File: config.mk
export PLATFORM = sky130hd
export DESIGN_NAME = cbr_arbiter
export DESIGN_NICKNAME = d
export VERILOG_FILES = /design/src/rtl/cbr_pkg.sv /design/src/rtl/cbr_ratio_reg.sv /design/src/rtl/cbr_ctrl_count.sv /design/src/rtl/cbr_pick.sv /design/src/rtl/cbr_frame_gate.sv /design/src/rtl/cbr_arbiter.sv
export SDC_FILE = /design/constraint.sdc
export NUM_CORES = 1
export LEC_CHECK = 0
export BUFFER_PORTS_ARGS = -buffer_cell sky130_fd_sc_hd__buf_2
export CAP_MARGIN = 20
export CORE_AREA = 2 2 39 41
export DETAILED_ROUTE_END_ITERATION = 12
export DIE_AREA = 0 0 41 43
export GPL_TIMING_DRIVEN = 0
export PLACE_DENSITY = 0.7
export SKIP_LAST_GASP = 1
export SYNTH_ARGS = -nofsm -noshare
export SYNTH_HDL_FRONTEND = slang
export SYNTH_SLANG_ARGS = --single-unit
File: constraint.sdc
create_clock -name clk -period 2.9 [get_ports clk]
set_input_delay 0.145 -clock clk [delete_from_list [all_inputs] [get_ports clk]]
set_output_delay 0.145 -clock clk [all_outputs]
set_load 0.01 [all_outputs]
File: src/rtl/cbr_pkg.sv
package cbr_pkg;

  typedef enum logic {
    LIST_CTRL = 1'b0,
    LIST_BULK = 1'b1
  } list_e;

  typedef struct packed {
    logic  valid;
    list_e pick;
    logic  by_quota;
  } choice_t;

  // Preferred list from the quota, fallback to the other when unservable.
  function automatic choice_t choose(input logic quota_met,
                                     input logic ctrl_ok,
                                     input logic bulk_ok);
    choice_t c;
    c = '0;
    if (quota_met) begin
      if (bulk_ok) begin
        c.valid = 1'b1; c.pick = LIST_BULK; c.by_quota = 1'b1;
      end else if (ctrl_ok) begin
        c.valid = 1'b1; c.pick = LIST_CTRL;
      end
    end else begin
      if (ctrl_ok) begin
        c.valid = 1'b1; c.pick = LIST_CTRL;
      end else if (bulk_ok) begin
        c.valid = 1'b1; c.pick = LIST_BULK;
      end
    end
    return c;
  endfunction

endpackage

File: src/rtl/cbr_ratio_reg.sv
module cbr_ratio_reg #(
  parameter int RATIO_W = 2
) (
  input  logic               clk,
  input  logic               rst_n,
  input  logic               we,
  input  logic [RATIO_W-1:0] wdata,
  output logic [RATIO_W-1:0] ratio
);

  always_ff @(posedge clk or negedge rst_n) begin
    if (!rst_n)  ratio <= '0;
    else if (we) ratio <= wdata;
  end

  assert_ratio_load_R11: assert property (@(posedge clk) disable iff (!rst_n)
    we |=> ratio == $past(wdata));

  assert_ratio_hold_R11: assert property (@(posedge clk) disable iff (!rst_n)
    !we |=> $stable(ratio));

endmodule

File: src/rtl/cbr_ctrl_count.sv
module cbr_ctrl_count #(
  parameter int RATIO_W = 2
) (
  input  logic               clk,
  input  logic               rst_n,
  input  logic [RATIO_W-1:0] ratio,
  input  logic               inc,
  input  logic               clr,
  output logic               quota_met
);

  localparam int MAX_LIMIT = 2 ** RATIO_W;
  localparam int CNT_W     = $clog2(MAX_LIMIT + 1);

  logic [CNT_W-1:0] count;
  logic [CNT_W-1:0] count_nx;

  function automatic logic [CNT_W-1:0] quota_of(input logic [RATIO_W-1:0] r);
    return CNT_W'(r) + CNT_W'(1);
  endfunction

  function automatic logic [CNT_W-1:0] bump(input logic [CNT_W-1:0] base,
                                            input logic               up);
    if (up && (base != CNT_W'(MAX_LIMIT))) return base + CNT_W'(1);
    return base;
  endfunction

  assign quota_met = (count >= quota_of(ratio));

  always_comb count_nx = bump(clr ? '0 : count, inc);

  always_ff @(posedge clk or negedge rst_n) begin
    if (!rst_n) count <= '0;
    else        count <= count_nx;
  end

  assert_count_bound_R12: assert property (@(posedge clk) disable iff (!rst_n)
    count <= CNT_W'(MAX_LIMIT));

  assert_clear_R4: assert property (@(posedge clk) disable iff (!rst_n)
    clr && !inc |=> count == '0);

  assert_clear_inc_R4: assert property (@(posedge clk) disable iff (!rst_n)
    clr && inc |=> count == CNT_W'(1));

  assert_hold_R3: assert property (@(posedge clk) disable iff (!rst_n)
    !inc && !clr |=> $stable(count));

  assert_step_R3: assert property (@(posedge clk) disable iff (!rst_n)
    inc && !clr && (count < CNT_W'(MAX_LIMIT)) |=> count == $past(count) + CNT_W'(1));

endmodule

File: src/rtl/cbr_pick.sv
module cbr_pick
  import cbr_pkg::*;
(
  input  logic clk,
  input  logic rst_n,
  input  logic sel_req,
  input  logic ctrl_ok,
  input  logic bulk_ok,
  input  logic quota_met,
  output logic quota_bulk,
  output logic grant_valid,
  output logic grant_bulk
);

  choice_t ch;
  logic    accept;

  always_comb ch = choose(quota_met, ctrl_ok, bulk_ok);

  assign accept     = sel_req && ch.valid;
  assign quota_bulk = accept && ch.by_quota;

  always_ff @(posedge clk or negedge rst_n) begin
    if (!rst_n) begin
      grant_valid <= 1'b0;
      grant_bulk  <= 1'b0;
    end else begin
      grant_valid <= accept;
      grant_bulk  <= accept && (ch.pick == LIST_BULK);
    end
  end

  assert_grant_after_req_R7: assert property (@(posedge clk) disable iff (!rst_n)
    grant_valid |-> $past(sel_req));

  assert_no_source_R6: assert property (@(posedge clk) disable iff (!rst_n)
    sel_req && !ctrl_ok && !bulk_ok |=> !grant_valid);

  assert_fallback_bulk_R5: assert property (@(posedge clk) disable iff (!rst_n)
    sel_req && !ctrl_ok && bulk_ok |=> grant_valid && grant_bulk);

  assert_fallback_ctrl_R5: assert property (@(posedge clk) disable iff (!rst_n)
    sel_req && ctrl_ok && !bulk_ok |=> grant_valid && !grant_bulk);

  assert_quota_bulk_R2: assert property (@(posedge clk) disable iff (!rst_n)
    sel_req && quota_met && bulk_ok |=> grant_bulk);

  assert_under_quota_ctrl_R2: assert property (@(posedge clk) disable iff (!rst_n)
    sel_req && !quota_met && ctrl_ok |=> grant_valid && !grant_bulk);

endmodule

File: src/rtl/cbr_frame_gate.sv
module cbr_frame_gate (
  input  logic clk,
  input  logic rst_n,
  input  logic sof,
  input  logic per_list_en,
  output logic per_active
);

  always_ff @(posedge clk or negedge rst_n) begin
    if (!rst_n)   per_active <= 1'b0;
    else if (sof) per_active <= per_list_en;
  end

  assert_latch_at_sof_R9: assert property (@(posedge clk) disable iff (!rst_n)
    sof |=> per_active == $past(per_list_en));

  assert_hold_mid_frame_R9: assert property (@(posedge clk) disable iff (!rst_n)
    !sof |=> $stable(per_active));

endmodule

File: src/rtl/cbr_arbiter.sv
module cbr_arbiter #(
  parameter int RATIO_W = 2
) (
  input  logic               clk,
  input  logic               rst_n,
  input  logic               ratio_we,
  input  logic [RATIO_W-1:0] ratio_wdata,
  input  logic               ctrl_ready,
  input  logic               bulk_ready,
  input  logic               sel_req,
  input  logic               svc_done,
  input  logic               svc_nonempty,
  input  logic               sof,
  input  logic               per_list_en,
  output logic               grant_valid,
  output logic               grant_bulk,
  output logic               per_active
);

  logic [RATIO_W-1:0] ratio;
  logic               tally_inc;   // named event: non-empty control completion
  logic               quota_bulk;  // named event: bulk granted on quota
  logic               quota_met;

  assign tally_inc = svc_done && svc_nonempty;

  cbr_ratio_reg #(.RATIO_W(RATIO_W)) u_ratio (
    .clk   (clk),
    .rst_n (rst_n),
    .we    (ratio_we),
    .wdata (ratio_wdata),
    .ratio (ratio)
  );

  cbr_ctrl_count #(.RATIO_W(RATIO_W)) u_count (
    .clk       (clk),
    .rst_n     (rst_n),
    .ratio     (ratio),
    .inc       (tally_inc),
    .clr       (quota_bulk),
    .quota_met (quota_met)
  );

  cbr_pick u_pick (
    .clk         (clk),
    .rst_n       (rst_n),
    .sel_req     (sel_req),
    .ctrl_ok     (ctrl_ready),
    .bulk_ok     (bulk_ready),
    .quota_met   (quota_met),
    .quota_bulk  (quota_bulk),
    .grant_valid (grant_valid),
    .grant_bulk  (grant_bulk)
  );

  cbr_frame_gate u_frame (
    .clk         (clk),
    .rst_n       (rst_n),
    .sof         (sof),
    .per_list_en (per_list_en),
    .per_active  (per_active)
  );

  // Frame start neither clears nor moves the quota decision.
  assert_sof_keeps_tally_R8: assert property (@(posedge clk) disable iff (!rst_n)
    sof && !tally_inc && !quota_bulk && !ratio_we |=> $stable(quota_met));

  assert_grant_bulk_qual_R7: assert property (@(posedge clk) disable iff (!rst_n)
    grant_bulk |-> grant_valid);

endmodule

==> parameters.txt <==
Parameter                              Value

Global routing
  GRT Residual Overflow ... 0
  Wire length of the first global-routing pass ... approximately 1400 um
  GRT Util Overall ... between 10% and 20%
  Number of antenna violations at the first check in global routing ... 0
  Maximum number of pins on one net before global-route repair ... 9
  Vias in the first global route ... between 300 and 400

Place
  Detailed-placement wirelength estimate ... 671 um
  GPL Wtd Cong ... approximately 0.73
  Count of buffers from port buffering ... 14

Clock tree
  Clock Tree Buf Depth ... 2
  Clock tree from TritonCTS ... built
  Clock latency at the later pin of the worst-skew pair ... approximately 0.26 ns
  Register clock-pin slew on the reported worst setup and hold paths ... around 0.060 ns
  Sinks on the clock net ... 8
  Clock Tree Root ... sky130_fd_sc_hd__clkbuf_4
  Total CTS buffers ... 3
  Number of hold buffers added after cts ... 1
  Number of gates resized after CTS ... 0
  Number of buffers inserted to repair setup after CTS ... 0
  Max H-tree Level ... 1

Pwr
  Static leakage ... approximately 0.31 nW
  Peak supply drop ... 0.236 mV
  Cell-internal power ... between 200 and 300 uW
  Switching Share ... 36.0%
  Portion of total power attributed to combinational logic ... roughly two fifths
  Clock network fraction of design power ... 20.6%
  Switching power ... about 160 uW
  Power per cell area ... between 700 and 800 mW/mm^2
  Total power ... between 400 and 500 uW
  Seq pwr share ... 37.7%

Setup path
  Required arrival time at the worst endpoint ... a little over 3 ns
  Arrival time at the worst endpoint ... between 2 and 3 ns
  Type of the setup path with the least slack ... flop to flop
  CP max stage cell ... sky130_fd_sc_hd__dfrtp_1
  Source of the worst register-to-register timing path ... u_ratio.ratio[0]
  Crit-path max FO ... 6
  CP startpoint kind ... flop
  Cell class contributing the biggest share of worst-path delay ... compound AO/OA/AOI/OAI gates
  Buffering stage count on the worst path with inverters included ... 1
  Capturing element type of the critical path ... flop
  Crit path largest cell delay ... ~0.38 ns
  Crit path launch ... u_ratio.ratio[0]
  Dominant cell type by count on the critical path ... sky130_fd_sc_hd__ha_1
  Cells along the critical path ... ha_1 -> inv_1 -> ha_1 -> a21o_1 -> a31oi_2 -> or2_4 -> nand2_1 -> ha_1 -> a21o_1 -> a32o_1

Synthesis
  Synth area leaders ... sky130_fd_sc_hd__dfrtp_1, sky130_fd_sc_hd__ha_1, sky130_fd_sc_hd__mux2_2
  Area share of the largest cell type after synthesis ... between 40% and 50%
  Sequential fraction of the synthesis area ... a little over two fifths
  Warnings, synthesis ... 0
  Register bit count reported by yosys ... 8
  Synthesized netlist net count ... 62
  Synth unique cells ... 22
  Post-synthesis cell count ... 44
  Mean cell area of the mapped netlist ... between 10 and 15 um^2
  Top cell type by total area after synthesis ... sky130_fd_sc_hd__dfrtp_1
  Cell area after synthesis ... about 470 um^2

Floorplan
  Die H ... between 40 and 50 um
  # rows ... 14
  Floorplan die area ... 0.00176 mm^2
  Core outline area ... approximately 0.0014 mm^2
  # IOs ... 15
  Starting Density ... 33.9%
  Horizontal die dimension ... around 41 um

Timing
  Count of final setup violators ... 0
  Highest clock frequency the design can meet ... 424 MHz
  Pins over their slew limit ... 0
  Period utilisation layout ... 81.4%
  Final clock skew ... approximately 0.0089 ns
  Final min period ... 2.36 ns
  Post-Route Setup TNS ... 0 ns
  Final hold viol count ... 0
  RSZ-0062 raised after global routing ... false
  Worst Tran Pin Value ... 0.263 ns
  Headroom to the max-slew limit ... 82.4%

Drt
  Count of antenna-violating nets left after detailed routing ... 0
  Vias after detailed routing ... a little under 400
  DRC violations left ... 0
  Final routed wire length divided by cell count ... 10.9 um
  Number of DRC violations after detailed-routing iteration 0 ... 6
  First-pass detailed-route iteration total ... 4
  Routed WL ... about 850 um
  Mean number of vias per cell ... 4.94

Layout
  Area growth, synth to finish ... 26.1%
  NumNets Final ... between 80 and 90
  Fraction of final layout cells sized beyond drive strength 1 ... 33.9%
  Post-layout utilization of the core ... 42.8%
  Number of filler instances in the final layout ... around 130
  Antenna Diode Count ... 0

Worst hold path
  HP Start ... ctrl_ready
  Worst hold path type ... input pin to flop

Job
  Max-cap check violation count ... 0

Status
  Outcome ... completed
[synth_stat cells, drive strengths merged]
cell type and number:
a21o 2, a21oi 1, a31o 1, a31oi 1, a32o 1, and2 2, and3 1, dfrtp 8
ha 6, inv 4, mux2 2, mux2i 1, nand2 5, nand2b 1, nand3 1, nor2 1
o211ai 1, o21a 1, o21ai 2, o32ai 1, or2 1
[sequential cells by signal, indices dropped and copies added, names as in the netlist]
register / flops
u_ratio.ratio: 2
u_count.count: 3
u_pick.grant_bulk: 1
u_frame.per_active: 1
u_pick.grant_valid: 1
[cells in the final DEF (no fill, tap or decap), drive strengths merged]
cell,netlist,final
nand3,1,1
buf,0,14
and2,2,2
o32ai,1,1
o21a,1,1
a21o,2,2
ha,6,6
nand2b,1,1
nor2,1,1
inv,4,4
dlygate4sd3,0,1
mux2,2,2
and3,1,1
a21oi,1,1
mux2i,1,1
a32o,1,1
nand2,5,5
o21ai,2,2
clkbuf,0,3
dfrtp,8,8
a31oi,1,1
o211ai,1,1
a31o,1,1
or2,1,1
[power groups by stage]
stage	Clock (mW)	Sequential (mW)	Combinational [mW]
detailed placement	0	0.165	0.183
global placement	0	0.164	0.175
finish	0.0892	0.163	0.181
global route	0.0992	0.167	0.213
CTS	0.0923	0.163	0.185
floorplan	0	0.160	0.141
[path summary, 6_finish.rpt]
| kind | end | slack (ns) | depth (start not counted) |
|---|---|---|---|
| max reg2reg | u_count.count[1] | 0.54 | 10 |
| min in group asynchronous | u_ratio.ratio[0] | 0.25 | 2 |
| min reg2reg | u_frame.per_active | 0.50 | 1 |
| max in group asynchronous | u_frame.per_active | 2.47 | 2 |
| max | u_count.count[1] | 0.54 | 10 |
| min | u_pick.grant_bulk | 0.09 | 2 |
[area by class of cell]
cell class	count	area (um^2)	area share (%)
Clock buffer	3	22.5	3.81
Inverter	4	15.0	2.54
Multi-Input combinational cell	32	254	42.9
Sequential cell	8	200	33.8
Tap cell	16	20.0	3.38
Timing Repair Buffer	15	80.1	13.5
[stage by stage]
| step | hold WS (ns) | setup WS [ns] | cell area, um^2 | instances |
|---|---|---|---|---|
| 4_1_cts | 0.0920 | 0.523 | 592 | 78 |
| 5_1_grt | 0.0895 | 0.379 | 592 | 78 |
| 3_3_place_gp | -0.00552 | 0.581 | 559 | 74 |
| 6_report | 0.0921 | 0.541 | 592 | 78 |
| 2_1_floorplan | -0.151 | 0.693 | 469 | 44 |
| 3_5_place_dp | -0.00148 | 0.556 | 559 | 74 |
[cell families after synthesis]
family | count (synthesis) | share of synthesized area (%)
AND/OR/NAND/NOR | 12 | 13.1
AO/OA/AOI/OAI | 11 | 18.1
flip-flops | 8 | 42.7
adder cells (fa/ha/maj) | 6 | 16.0
buffers and inverters | 4 | 3.20
multiplexers | 3 | 6.93
[metal layers]
metal / wire length (um) / part of all wire, % / track usage (%) / vias to the layer above
li1: - / - / - / 197
met1: 366 / 43 / 13.7 / 169
met2: 403 / 47 / 19.7 / 15
met3: 58 / 6.8 / 4.71 / 4
met4: 23 / 2.7 / 10.0 / 0
met5: 0 / 0 / 0 / -
No activity file was read; power rests on OpenSTA's default activity.
